File: src/rtl/adc_seq_pkg.sv
`timescale 1ns/1ps
package adc_seq_pkg;

  typedef enum logic [2:0] {
    ST_OFF   = 3'd0,
    ST_SLEEP = 3'd1,
    ST_WAKE  = 3'd2,
    ST_ACQ   = 3'd3,
    ST_TRACK = 3'd4,
    ST_CONV  = 3'd5
  } seqStateT;

  localparam logic [2:0] SRC_TMR0    = 3'b000;
  localparam logic [2:0] SRC_TMR1    = 3'b001;
  localparam logic [2:0] SRC_TMR2    = 3'b010;
  localparam logic [2:0] SRC_RSVD    = 3'b011;
  localparam logic [2:0] SRC_PIN     = 3'b100;
  localparam logic [2:0] SRC_PIN_INV = 3'b101;
  localparam logic [2:0] SRC_CONT    = 3'b110;
  localparam logic [2:0] SRC_SOFT    = 3'b111;

  // control -> datapath
  typedef struct packed {
    logic convDone;
    logic inConv;
  } ctrlStrbT;

  // datapath -> control
  typedef struct packed {
    logic rise;
    logic fall;
  } trigEvtT;

endpackage

File: src/rtl/adc_seq_dp.sv
`timescale 1ns/1ps
module adc_seq_dp
  import adc_seq_pkg::*;
#(
  parameter int SYNC_STAGES = 2,
  parameter int CONT_PERIOD = 16,
  parameter int RES_W       = 12
) (
  input  logic             clk,
  input  logic             rstN,
  input  logic             adcEnable,
  input  logic [2:0]       srcSel,
  input  logic [2:0]       timerTrig,
  input  logic             extPin,
  input  logic             swWrite,
  input  logic             swWrData,
  input  logic             resultRead,
  input  logic             readyClear,
  input  logic [RES_W-1:0] coreData,
  input  ctrlStrbT         strb,
  output trigEvtT          ev,
  output logic             dataReady,
  output logic             swBusy,
  output logic [RES_W-1:0] result
);

  localparam int CW = (CONT_PERIOD > 1) ? $clog2(CONT_PERIOD) : 1;

  // pin synchroniser
  logic [SYNC_STAGES-1:0] pinSync;
  logic pinLvl;

  always_ff @(posedge clk or negedge rstN) begin
    if (!rstN) pinSync <= '0;
    else       pinSync <= {pinSync[SYNC_STAGES-2:0], extPin};
  end
  assign pinLvl = pinSync[SYNC_STAGES-1];

  // continuous pulse generator
  logic          contActive;
  logic [CW-1:0] contCnt;
  logic          contPulse;

  always_ff @(posedge clk or negedge rstN) begin
    if (!rstN) begin
      contActive <= 1'b0;
      contCnt    <= '0;
    end else if (!(adcEnable && srcSel == SRC_CONT)) begin
      contActive <= 1'b0;
      contCnt    <= '0;
    end else begin
      contActive <= 1'b1;
      if (contActive) begin
        if (contCnt == '0) contCnt <= CW'(CONT_PERIOD - 1);
        else               contCnt <= contCnt - 1'b1;
      end
    end
  end
  assign contPulse = contActive && (contCnt == '0);

  // software start bit
  logic swBit;

  always_ff @(posedge clk or negedge rstN) begin
    if (!rstN)              swBit <= 1'b0;
    else if (strb.convDone) swBit <= 1'b0;
    else if (swWrite)       swBit <= swWrData;
  end
  assign swBusy = swBit || strb.inConv;

  // source mux
  logic trigLvl;

  always_comb begin
    case (srcSel)
      SRC_TMR0:    trigLvl = timerTrig[0];
      SRC_TMR1:    trigLvl = timerTrig[1];
      SRC_TMR2:    trigLvl = timerTrig[2];
      SRC_RSVD:    trigLvl = 1'b0;
      SRC_PIN:     trigLvl = pinLvl;
      SRC_PIN_INV: trigLvl = !pinLvl;
      SRC_CONT:    trigLvl = contPulse;
      SRC_SOFT:    trigLvl = swBit;
      default:     trigLvl = 1'b0;
    endcase
  end

  // edge detection, suppressed in the cycle the source code changes
  logic       trigPrev;
  logic [2:0] selQ;
  logic       selSame;

  always_ff @(posedge clk or negedge rstN) begin
    if (!rstN) begin
      trigPrev <= 1'b0;
      selQ     <= SRC_RSVD;
    end else begin
      trigPrev <= trigLvl;
      selQ     <= srcSel;
    end
  end
  assign selSame = (srcSel == selQ);
  assign ev.rise = selSame && trigLvl && !trigPrev;
  assign ev.fall = selSame && !trigLvl && trigPrev;

  // result and ready flag
  always_ff @(posedge clk or negedge rstN) begin
    if (!rstN) begin
      dataReady <= 1'b0;
      result    <= '0;
    end else begin
      if (strb.convDone) begin
        dataReady <= 1'b1;
        result    <= coreData;
      end else if (resultRead || readyClear) begin
        dataReady <= 1'b0;
      end
    end
  end

  a_r12_ready_sticky: assert property (@(posedge clk) disable iff (!rstN)
    dataReady && !resultRead && !readyClear |=> dataReady);

  a_r13_result_hold: assert property (@(posedge clk) disable iff (!rstN)
    !strb.convDone |=> $stable(result));

  a_r11_soft_clears: assert property (@(posedge clk) disable iff (!rstN)
    strb.convDone |=> !swBit);

  a_r3_reserved_quiet: assert property (@(posedge clk) disable iff (!rstN)
    srcSel == SRC_RSVD |-> !ev.rise && !ev.fall);

endmodule

File: src/rtl/adc_seq_ctrl.sv
`timescale 1ns/1ps
module adc_seq_ctrl
  import adc_seq_pkg::*;
#(
  parameter int PWRUP_CYC = 4,
  parameter int ACQ_CYC   = 2,
  parameter int CONV_CYC  = 6
) (
  input  logic     clk,
  input  logic     rstN,
  input  logic     adcEnable,
  input  logic     dualEdge,
  input  logic     autoShutdown,
  input  trigEvtT  ev,
  output ctrlStrbT strb,
  output logic     corePower,
  output logic     coreTrack,
  output logic     coreConvert
);

  localparam int MAXA  = (PWRUP_CYC > ACQ_CYC) ? PWRUP_CYC : ACQ_CYC;
  localparam int MAXC  = (MAXA > CONV_CYC) ? MAXA : CONV_CYC;
  localparam int CNT_W = $clog2(MAXC + 1);

  seqStateT         state;
  logic [CNT_W-1:0] cnt;
  logic             armed;     // dual: rising edge seen
  logic             autoGo;    // single: rising edge seen during wake
  logic             holdPend;  // dual: falling edge seen during wake
  logic             cntZero;
  logic             goNow;
  logic             holdNow;

  assign cntZero = (cnt == '0);
  assign goNow   = autoGo || (ev.rise && !dualEdge);
  assign holdNow = holdPend || (ev.fall && dualEdge && armed);

  always_ff @(posedge clk or negedge rstN) begin
    if (!rstN) begin
      state    <= ST_OFF;
      cnt      <= '0;
      armed    <= 1'b0;
      autoGo   <= 1'b0;
      holdPend <= 1'b0;
    end else if (!adcEnable) begin
      state    <= ST_OFF;
      cnt      <= '0;
      armed    <= 1'b0;
      autoGo   <= 1'b0;
      holdPend <= 1'b0;
    end else begin
      case (state)
        ST_OFF: begin
          state <= ST_WAKE;
          cnt   <= CNT_W'(PWRUP_CYC - 1);
        end
        ST_SLEEP: begin
          if (ev.rise) begin
            state <= ST_WAKE;
            cnt   <= CNT_W'(PWRUP_CYC - 1);
            if (dualEdge) armed  <= 1'b1;
            else          autoGo <= 1'b1;
          end
        end
        ST_WAKE: begin
          if (ev.rise && dualEdge)  armed    <= 1'b1;
          if (ev.rise && !dualEdge) autoGo   <= 1'b1;
          if (holdNow)              holdPend <= 1'b1;
          if (!cntZero) begin
            cnt <= cnt - 1'b1;
          end else if (goNow) begin
            state  <= ST_ACQ;
            cnt    <= CNT_W'(ACQ_CYC - 1);
            autoGo <= 1'b0;
          end else if (holdNow) begin
            state    <= ST_CONV;
            cnt      <= CNT_W'(CONV_CYC - 1);
            armed    <= 1'b0;
            holdPend <= 1'b0;
          end else begin
            state <= ST_TRACK;
          end
        end
        ST_ACQ: begin
          if (!cntZero) cnt <= cnt - 1'b1;
          else begin
            state <= ST_CONV;
            cnt   <= CNT_W'(CONV_CYC - 1);
          end
        end
        ST_TRACK: begin
          if (!dualEdge) begin
            if (ev.rise) begin
              state <= ST_CONV;
              cnt   <= CNT_W'(CONV_CYC - 1);
            end
          end else if (ev.fall && armed) begin
            state <= ST_CONV;
            cnt   <= CNT_W'(CONV_CYC - 1);
            armed <= 1'b0;
          end else if (ev.rise) begin
            armed <= 1'b1;
          end
        end
        ST_CONV: begin
          if (!cntZero) cnt <= cnt - 1'b1;
          else begin
            state    <= autoShutdown ? ST_SLEEP : ST_TRACK;
            armed    <= 1'b0;
            autoGo   <= 1'b0;
            holdPend <= 1'b0;
          end
        end
        default: state <= ST_OFF;
      endcase
    end
  end

  assign strb.convDone = (state == ST_CONV) && cntZero;
  assign strb.inConv   = (state == ST_CONV);
  assign corePower     = (state != ST_OFF) && (state != ST_SLEEP);
  assign coreTrack     = (state == ST_TRACK) || (state == ST_ACQ);
  assign coreConvert   = (state == ST_CONV);

  // conversion length checker
  logic [CNT_W:0] convLen;
  always_ff @(posedge clk or negedge rstN) begin
    if (!rstN)            convLen <= '0;
    else if (coreConvert) convLen <= convLen + 1'b1;
    else                  convLen <= '0;
  end

  a_r4_conv_length: assert property (@(posedge clk) disable iff (!rstN)
    $fell(coreConvert) && $past(adcEnable) |-> convLen == (CNT_W+1)'(CONV_CYC));

  a_r1_disabled_off: assert property (@(posedge clk) disable iff (!rstN)
    !adcEnable |=> !corePower);

  a_r7_auto_sleep: assert property (@(posedge clk) disable iff (!rstN)
    strb.convDone && autoShutdown && adcEnable |=> !corePower);

  a_r7_stay_tracking: assert property (@(posedge clk) disable iff (!rstN)
    strb.convDone && !autoShutdown && adcEnable |=> coreTrack);

  a_r5_conv_powered: assert property (@(posedge clk) disable iff (!rstN)
    $rose(coreConvert) |-> $past(corePower));

  a_r4_rise_starts: assert property (@(posedge clk) disable iff (!rstN)
    $rose(coreConvert) && !$past(dualEdge) && $past(state == ST_TRACK) |-> $past(ev.rise));

  a_r6_fall_starts: assert property (@(posedge clk) disable iff (!rstN)
    $rose(coreConvert) && $past(dualEdge) && $past(state == ST_TRACK) |-> $past(ev.fall));

endmodule

File: src/rtl/sar_trig_seq.sv
`timescale 1ns/1ps
module sar_trig_seq
  import adc_seq_pkg::*;
#(
  parameter int PWRUP_CYC   = 4,
  parameter int ACQ_CYC     = 2,
  parameter int CONV_CYC    = 6,
  parameter int CONT_PERIOD = 16,
  parameter int SYNC_STAGES = 2,
  parameter int RES_W       = 12
) (
  input  logic             clk,
  input  logic             rstN,
  input  logic             adcEnable,
  input  logic [2:0]       srcSel,
  input  logic             dualEdge,
  input  logic             autoShutdown,
  input  logic [2:0]       timerTrig,
  input  logic             extPin,
  input  logic             swWrite,
  input  logic             swWrData,
  input  logic             resultRead,
  input  logic             readyClear,
  input  logic [RES_W-1:0] coreData,
  output logic             corePower,
  output logic             coreTrack,
  output logic             coreConvert,
  output logic             dataReady,
  output logic             swBusy,
  output logic [RES_W-1:0] result
);

  ctrlStrbT strb;
  trigEvtT  ev;

  adc_seq_ctrl #(
    .PWRUP_CYC(PWRUP_CYC),
    .ACQ_CYC  (ACQ_CYC),
    .CONV_CYC (CONV_CYC)
  ) uCtrl (
    .clk         (clk),
    .rstN        (rstN),
    .adcEnable   (adcEnable),
    .dualEdge    (dualEdge),
    .autoShutdown(autoShutdown),
    .ev          (ev),
    .strb        (strb),
    .corePower   (corePower),
    .coreTrack   (coreTrack),
    .coreConvert (coreConvert)
  );

  adc_seq_dp #(
    .SYNC_STAGES(SYNC_STAGES),
    .CONT_PERIOD(CONT_PERIOD),
    .RES_W      (RES_W)
  ) uDp (
    .clk       (clk),
    .rstN      (rstN),
    .adcEnable (adcEnable),
    .srcSel    (srcSel),
    .timerTrig (timerTrig),
    .extPin    (extPin),
    .swWrite   (swWrite),
    .swWrData  (swWrData),
    .resultRead(resultRead),
    .readyClear(readyClear),
    .coreData  (coreData),
    .strb      (strb),
    .ev        (ev),
    .dataReady (dataReady),
    .swBusy    (swBusy),
    .result    (result)
  );

endmodule

File: config.mk
export PLATFORM = sky130hd
export DESIGN_NAME = sar_trig_seq
export DESIGN_NICKNAME = d
export VERILOG_FILES = /design/src/rtl/adc_seq_pkg.sv /design/src/rtl/adc_seq_dp.sv /design/src/rtl/adc_seq_ctrl.sv /design/src/rtl/sar_trig_seq.sv
export SDC_FILE = /design/constraint.sdc
export NUM_CORES = 1
export LEC_CHECK = 0
export ABC_CLOCK_PERIOD_IN_PS = 2630
export BUFFER_PORTS_ARGS = -buffer_cell sky130_fd_sc_hd__buf_2
export CAP_MARGIN = 20
export CORE_ASPECT_RATIO = 0.8
export CORE_MARGIN = 1
export CORE_UTILIZATION = 35
export DETAILED_ROUTE_END_ITERATION = 8
export PLACE_DENSITY = 0.52
export SLEW_MARGIN = 20
export SYNTH_ARGS = -nofsm -noshare
export SYNTH_HDL_FRONTEND = slang
export SYNTH_SLANG_ARGS = --single-unit
File: constraint.sdc
create_clock -name clk -period 2.63 [get_ports clk]
set_input_delay 0.6575 -clock clk [delete_from_list [all_inputs] [get_ports clk]]
set_output_delay 0.6575 -clock clk [all_outputs]
set_load 0.01 [all_outputs]
# == Yosys cells after proc, flatten, opt, wreduce, memory -nomap -nowiden ==
# Index checks and enable logic that the tools add are counted.
# word_totals
ff_bits,34
input_bits,28
output_inout_bits,17
wordCells,134
# op_classes
addsub,2
eq_ne,31
n_mux,54
reduce_logical,34
# ops
operator,n
$mux W3,17
$pmux W3 S6,2
$mux W1,28
$eq A3 B3 Y1 const B,6
$reduce_and A6 Y1,3
$logic_and A1 B1 Y1,13
$eq A3 B2 Y1 const B,4
$mux W4,3
$ne A3 B2 Y1 const B,4
$ne A3 B3 Y1 const B,4
$logic_not A3 Y1,3
$ne A4 B3 Y1 const B,2
$pmux W1 S8,1
$ne A7 B1 Y1 const B,1
$eq A3 B1 Y1 const B,2
$ne A3 B1 Y1 const B,2
$logic_or A1 B1 Y1,5
$ne A5 B1 Y1 const B,1
$ne A5 B5 Y1 const B,1
$logic_not A1 Y1,4
$logic_not A4 Y1,1
$ne A4 B1 Y1 const B,1
$ne A4 B2 Y1 const B,1
$pmux W1 S4,1
10 further kinds,11

# == Longest topological paths before layout ==
# logic_depth
word_depth,15
ltp_mapped,10

# == By module ==
# A second synthesis with hierarchy kept.
# unflattened
hier_cells,195
hier_area_um2,1994.4
# modules_own_cells
mod,n_inst,cells_each,area_each_um2,seq_area_each_um2
adc_seq_dp,1,84,1112.3,628.1
adc_seq_ctrl,1,111,882.1,225.2

# == Worst setup path before layout ==
# OpenSTA, ideal clock, no wires.
# synth_timing
path_kind,in2reg
startpoint,input dualEdge
endpoint,register uCtrl.cnt[0]
setup_time_ps,80
arrival_ps,2189
required_ps,2550
setup_slack_ps,360
cell_stages,6
path_cell_list,or3_1 -> or4_4 -> o21ai_4 -> o311ai_4 -> or2_4 -> o211ai_2
# synth_via
elab_chain_len,7
elab_cells_between_ends,15
cone_classes,eq/ne (3); mux (5); reduce/logical (7)
# synth_lines
element,line,text
from (decl),sar_trig_seq.sv:16,"input logic dualEdge,"
$logic_not A1 Y1,adc_seq_ctrl.sv:35,assign goNow = autoGo || (ev.rise && !dualEdge);
$logic_and A1 B1 Y1,adc_seq_ctrl.sv:35,
$logic_or A1 B1 Y1,adc_seq_ctrl.sv:35,
$mux W3,adc_seq_ctrl.sv:71,end else if (goNow) begin
$mux W3,adc_seq_ctrl.sv:69,if (!cntZero) begin
$pmux W3 S6,adc_seq_ctrl.sv:52,case (state)
$mux W3,adc_seq_ctrl.sv:45,end else if (!adcEnable) begin
to (signal assigned),adc_seq_ctrl.sv:55,cnt <= CNT_W'(PWRUP_CYC - 1);
to (signal assigned),adc_seq_ctrl.sv:70,cnt <= cnt - 1'b1;
to (signal assigned),adc_seq_ctrl.sv:73,cnt <= CNT_W'(ACQ_CYC - 1);
to (decl),adc_seq_ctrl.sv:26,logic [CNT_W-1:0] cnt;
# Parallel ways exist; a longest one is shown, timed or not.
# A chain may end at the register's enable or synchronous reset.

# == Final worst setup path ==
# layout_timing
startpoint,register uDp.contCnt[0]
endpoint,register uCtrl.cnt[0]
# layout_via
elab_chain_len,11
elab_cells_between_ends,23
cone_classes,eq/ne (4); mux (5); reduce/logical (14)
# layout_lines
element,line,text
from (decl),adc_seq_dp.sv:41,logic [CW-1:0] contCnt;
from (signal assigned),adc_seq_dp.sv:54,if (contCnt == '0) contCnt <= CW'(CONT_PERIOD - 1);
from (signal assigned),adc_seq_dp.sv:55,else contCnt <= contCnt - 1'b1;
$logic_not A4 Y1 (*),adc_seq_dp.sv:59,assign contPulse = contActive && (contCnt == '0);
$logic_and A1 B1 Y1 (*),adc_seq_dp.sv:59,
$pmux W1 S8 (*),adc_seq_dp.sv:75,case (srcSel)
named net uDp.trigLvl,adc_seq_dp.sv:72,logic trigLvl;
$logic_and A1 B1 Y1 / $logic_not A1 Y1 (equally long branches),"adc_seq_dp.sv:103, adc_seq_dp.sv:104",
$logic_and A1 B1 Y1 (on tied branches),"adc_seq_dp.sv:103, adc_seq_dp.sv:104",
$logic_and A1 B1 Y1 (on tied branches),"adc_seq_ctrl.sv:35, adc_seq_dp.sv:104",
$logic_or A1 B1 Y1 / $logic_and A1 B1 Y1 (equally long branches),"adc_seq_ctrl.sv:35, adc_seq_ctrl.sv:36",
$mux W3 / $logic_and A1 B1 Y1 (equally long branches),"adc_seq_ctrl.sv:71, adc_seq_ctrl.sv:36",
$mux W3 / $logic_or A1 B1 Y1 (equally long branches),"adc_seq_ctrl.sv:69, adc_seq_ctrl.sv:36",
$pmux W3 S6 / $ne A5 B5 Y1 (equally long branches),-,
$mux W3 / $reduce_and A6 Y1 (equally long branches),-,
# The timed path passes the listed nets; every way through them passes the cells marked *.

==> impl_metrics.toml <==
[status]
status = "complete, no violations"

[place]
place_hpwl_um = 3590
dpl.cell_count = 332
portBuffers = 44
placed_area_um2 = 2320
place_congestion = 0.853
place_ws_ps = 20.2

[grt]
grt_max_degree = 35
overflow = 0
grt_pass1_vias = 1672
antenna_found_initial = 0
grt_pass1_wl_um = 8250
grt_use_total_pct = 17.9

[sta]
rsz0062_at_grt = "false"
setup_ws_ps = 275
period_share_pct = 89.5
fin_crit_ps = 2350
setup_tns_ps = 0
fmax_mhz = 425
slew_violations = 0
worst_slew_pin_slew_ps = 793
finalHoldViolCount = 0
slew_headroom_pct = 47.1
final.setup_skew_ps = 6.52
setup_viol = 0

[finish]
regArea_um2 = 853
syn_to_final_growth_pct = 23.7
fillers = 543
layout.nets = 296
multiInputGateArea_um2 = 1040
drive_above_1_share_pct = 30.3
antenna-diode-count = 0
fin_cells = 339
final_cell_area_um2 = 2430

[synth]
synthDominantCellAreaShare_pct = 40.7
ys_seq_area_share_pct = 43.4
synth_nets = 243
avgSynthCellArea_um2 = 9.46
async_reset_ff_share_pct = 100
syn_inst = 208
syn_area_um2 = 1970
synth_area_leaders = "dfrtp_1, mux2_2, nand2_1"
synthFlopType = "dfrtp_1"
netlist.top_cell.by_area = "dfrtp_1"
yosysWarnings = 0
synth_edf_count = 0
synth_commonest_cells = "dfrtp_1, nand2_1, nor2_1, inv_1, mux2_2"
synth-seq-cells = 34
yosysMostFrequentCell = "dfrtp_1"
synthDistinctLibCells = 50

[worst_setup_path]
path_cells = "inv_1, ha_1, nor2b_1, a32oi_1, a31oi_1, o21bai_1, o311ai_4, or2_4, o211ai_2"
path_max_fanout = 4
arrival_ps = 2510
cp.required_ps = 2790
cpPeakStageDelay_ps = 410
path_delay_family = "compound AO/OA/AOI/OAI gates"
crit_slowest_cell = "dfrtp_1"
critPathBufInv = 1
crit_path_end_kind = "register"
crit_type = "reg2reg"
critPathLaunchType = "register"

[min_path]
hold_class = "reg2reg"

[clock_tree]
cts_root_buf = "clkbuf_8"
cts_hold_buf = 0
clk_pin_slew_ps = 70
cts_tree = "built"
cts.sinks = 34
clkLatencyLatePin_ps = 280
cts_max_path_buffers = 2
cts_setup_buffers = 0
htree_num_levels = 2
cts_buffers = 5
postCtsResizedCells = 0

[floorplan]
start_util_pct = 36.2
core_area_um2 = 5440
fp.dieW_um = 85.8
rows = 24
die_area_um2 = 5930
fp.dieH_um = 69.1
ios = 45

[drt]
vias = 1719
routed_via_density = 5.07
wirelength_um = 4850
drc = 0
drt-pass1-iter-count = 4
ant_nets = 0
drt-initial-drc-count = 196
wl_per_cell_um = 14.3

[pwr]
power_density_nw_per_um2 = 928
p_leak_nw = 1.19
ir_drop_uv = 403

[run]
maxCapViolations = 0
==> placed cells by master, fill, tap and decap left out, drive strengths merged, types with 3 or more instances in the layout <==
cell type,instances
buf,52
dfrtp,32
nor2,19
inv,13
a31oi,4
o21ai,9
xor2,4
a211oi,4
nor2b,4
nor3,3
o211ai,3
o31ai,4
ha,7
nand3,8
o22ai,3
nand2,27
a21oi,11
mux2,12
clkbuf,6
==> report_power, final <==
group	internal, mW	total [mW]	switching (mW)
logic	0.425	1.02	0.590
clock network	0.303	0.487	0.184
registers	0.628	0.755	0.127
==> flip-flops by register name (all words and copies together) (netlist names), 2 cells and up <==
register and count:
uDp.pinSync 2, uCtrl.cnt 3, uDp.result 12, uDp.selQ 3, uCtrl.state 3, uDp.contCnt 4
==> layer usage <==
layer / global-route usage, % / part of all wire [%]
met1: 26.5 / 50
met2: 25.0 / 41
met3: 5.87 / 8.4
met4: 5.00 / 0.85
met5: 0 / 0
==> stage by stage <==
stage	util, %	power, mW	hold slack, ps
global placement	42.7	1.77	331
floorplan	-	1.44	331
detailed placement	42.7	1.76	336
finish	44.8	2.26	342
global route	44.8	2.43	351
CTS	44.8	2.26	350
==> final timing paths <==
kind                       depth (start not counted)             end  slack, ps      startpoint
setup / recovery                                   9    uCtrl.cnt[0]        280  uDp.contCnt[0]
hold / removal                                     0  uDp.pinSync[1]        340  uDp.pinSync[0]
setup reg to reg                                   9    uCtrl.cnt[0]        280  uDp.contCnt[0]
hold reg to reg                                    0  uDp.pinSync[1]        340  uDp.pinSync[0]
max in group asynchronous                          1  uDp.contCnt[0]       1670            rstN
min in group asynchronous                          1     uCtrl.armed        460            rstN
==> cell families after synthesis <==
kind of cell | count (synthesis) | synth area share (%)
and+or+nand+nor | 75 | 18.3
AOI/OAI and AO/OA | 52 | 19.1
DFF | 34 | 43.4
buffers and inverters | 19 | 3.69
muxes | 14 | 7.89
adders and majority gates | 8 | 4.96
xor gates and xnor gates | 6 | 2.67
==> area by class of cell <==
type | count | share of cell area (%)
clock buffers | 6 | 3.39
clock inverters | 1 | 1.23
inverters | 13 | 2.01
multi-input cells | 155 | 42.8
flip-flops and latches | 34 | 35.1
well taps | 78 | 4.01
repair buffers | 52 | 11.5
Note: power is estimated with default switching activity, not from simulation.
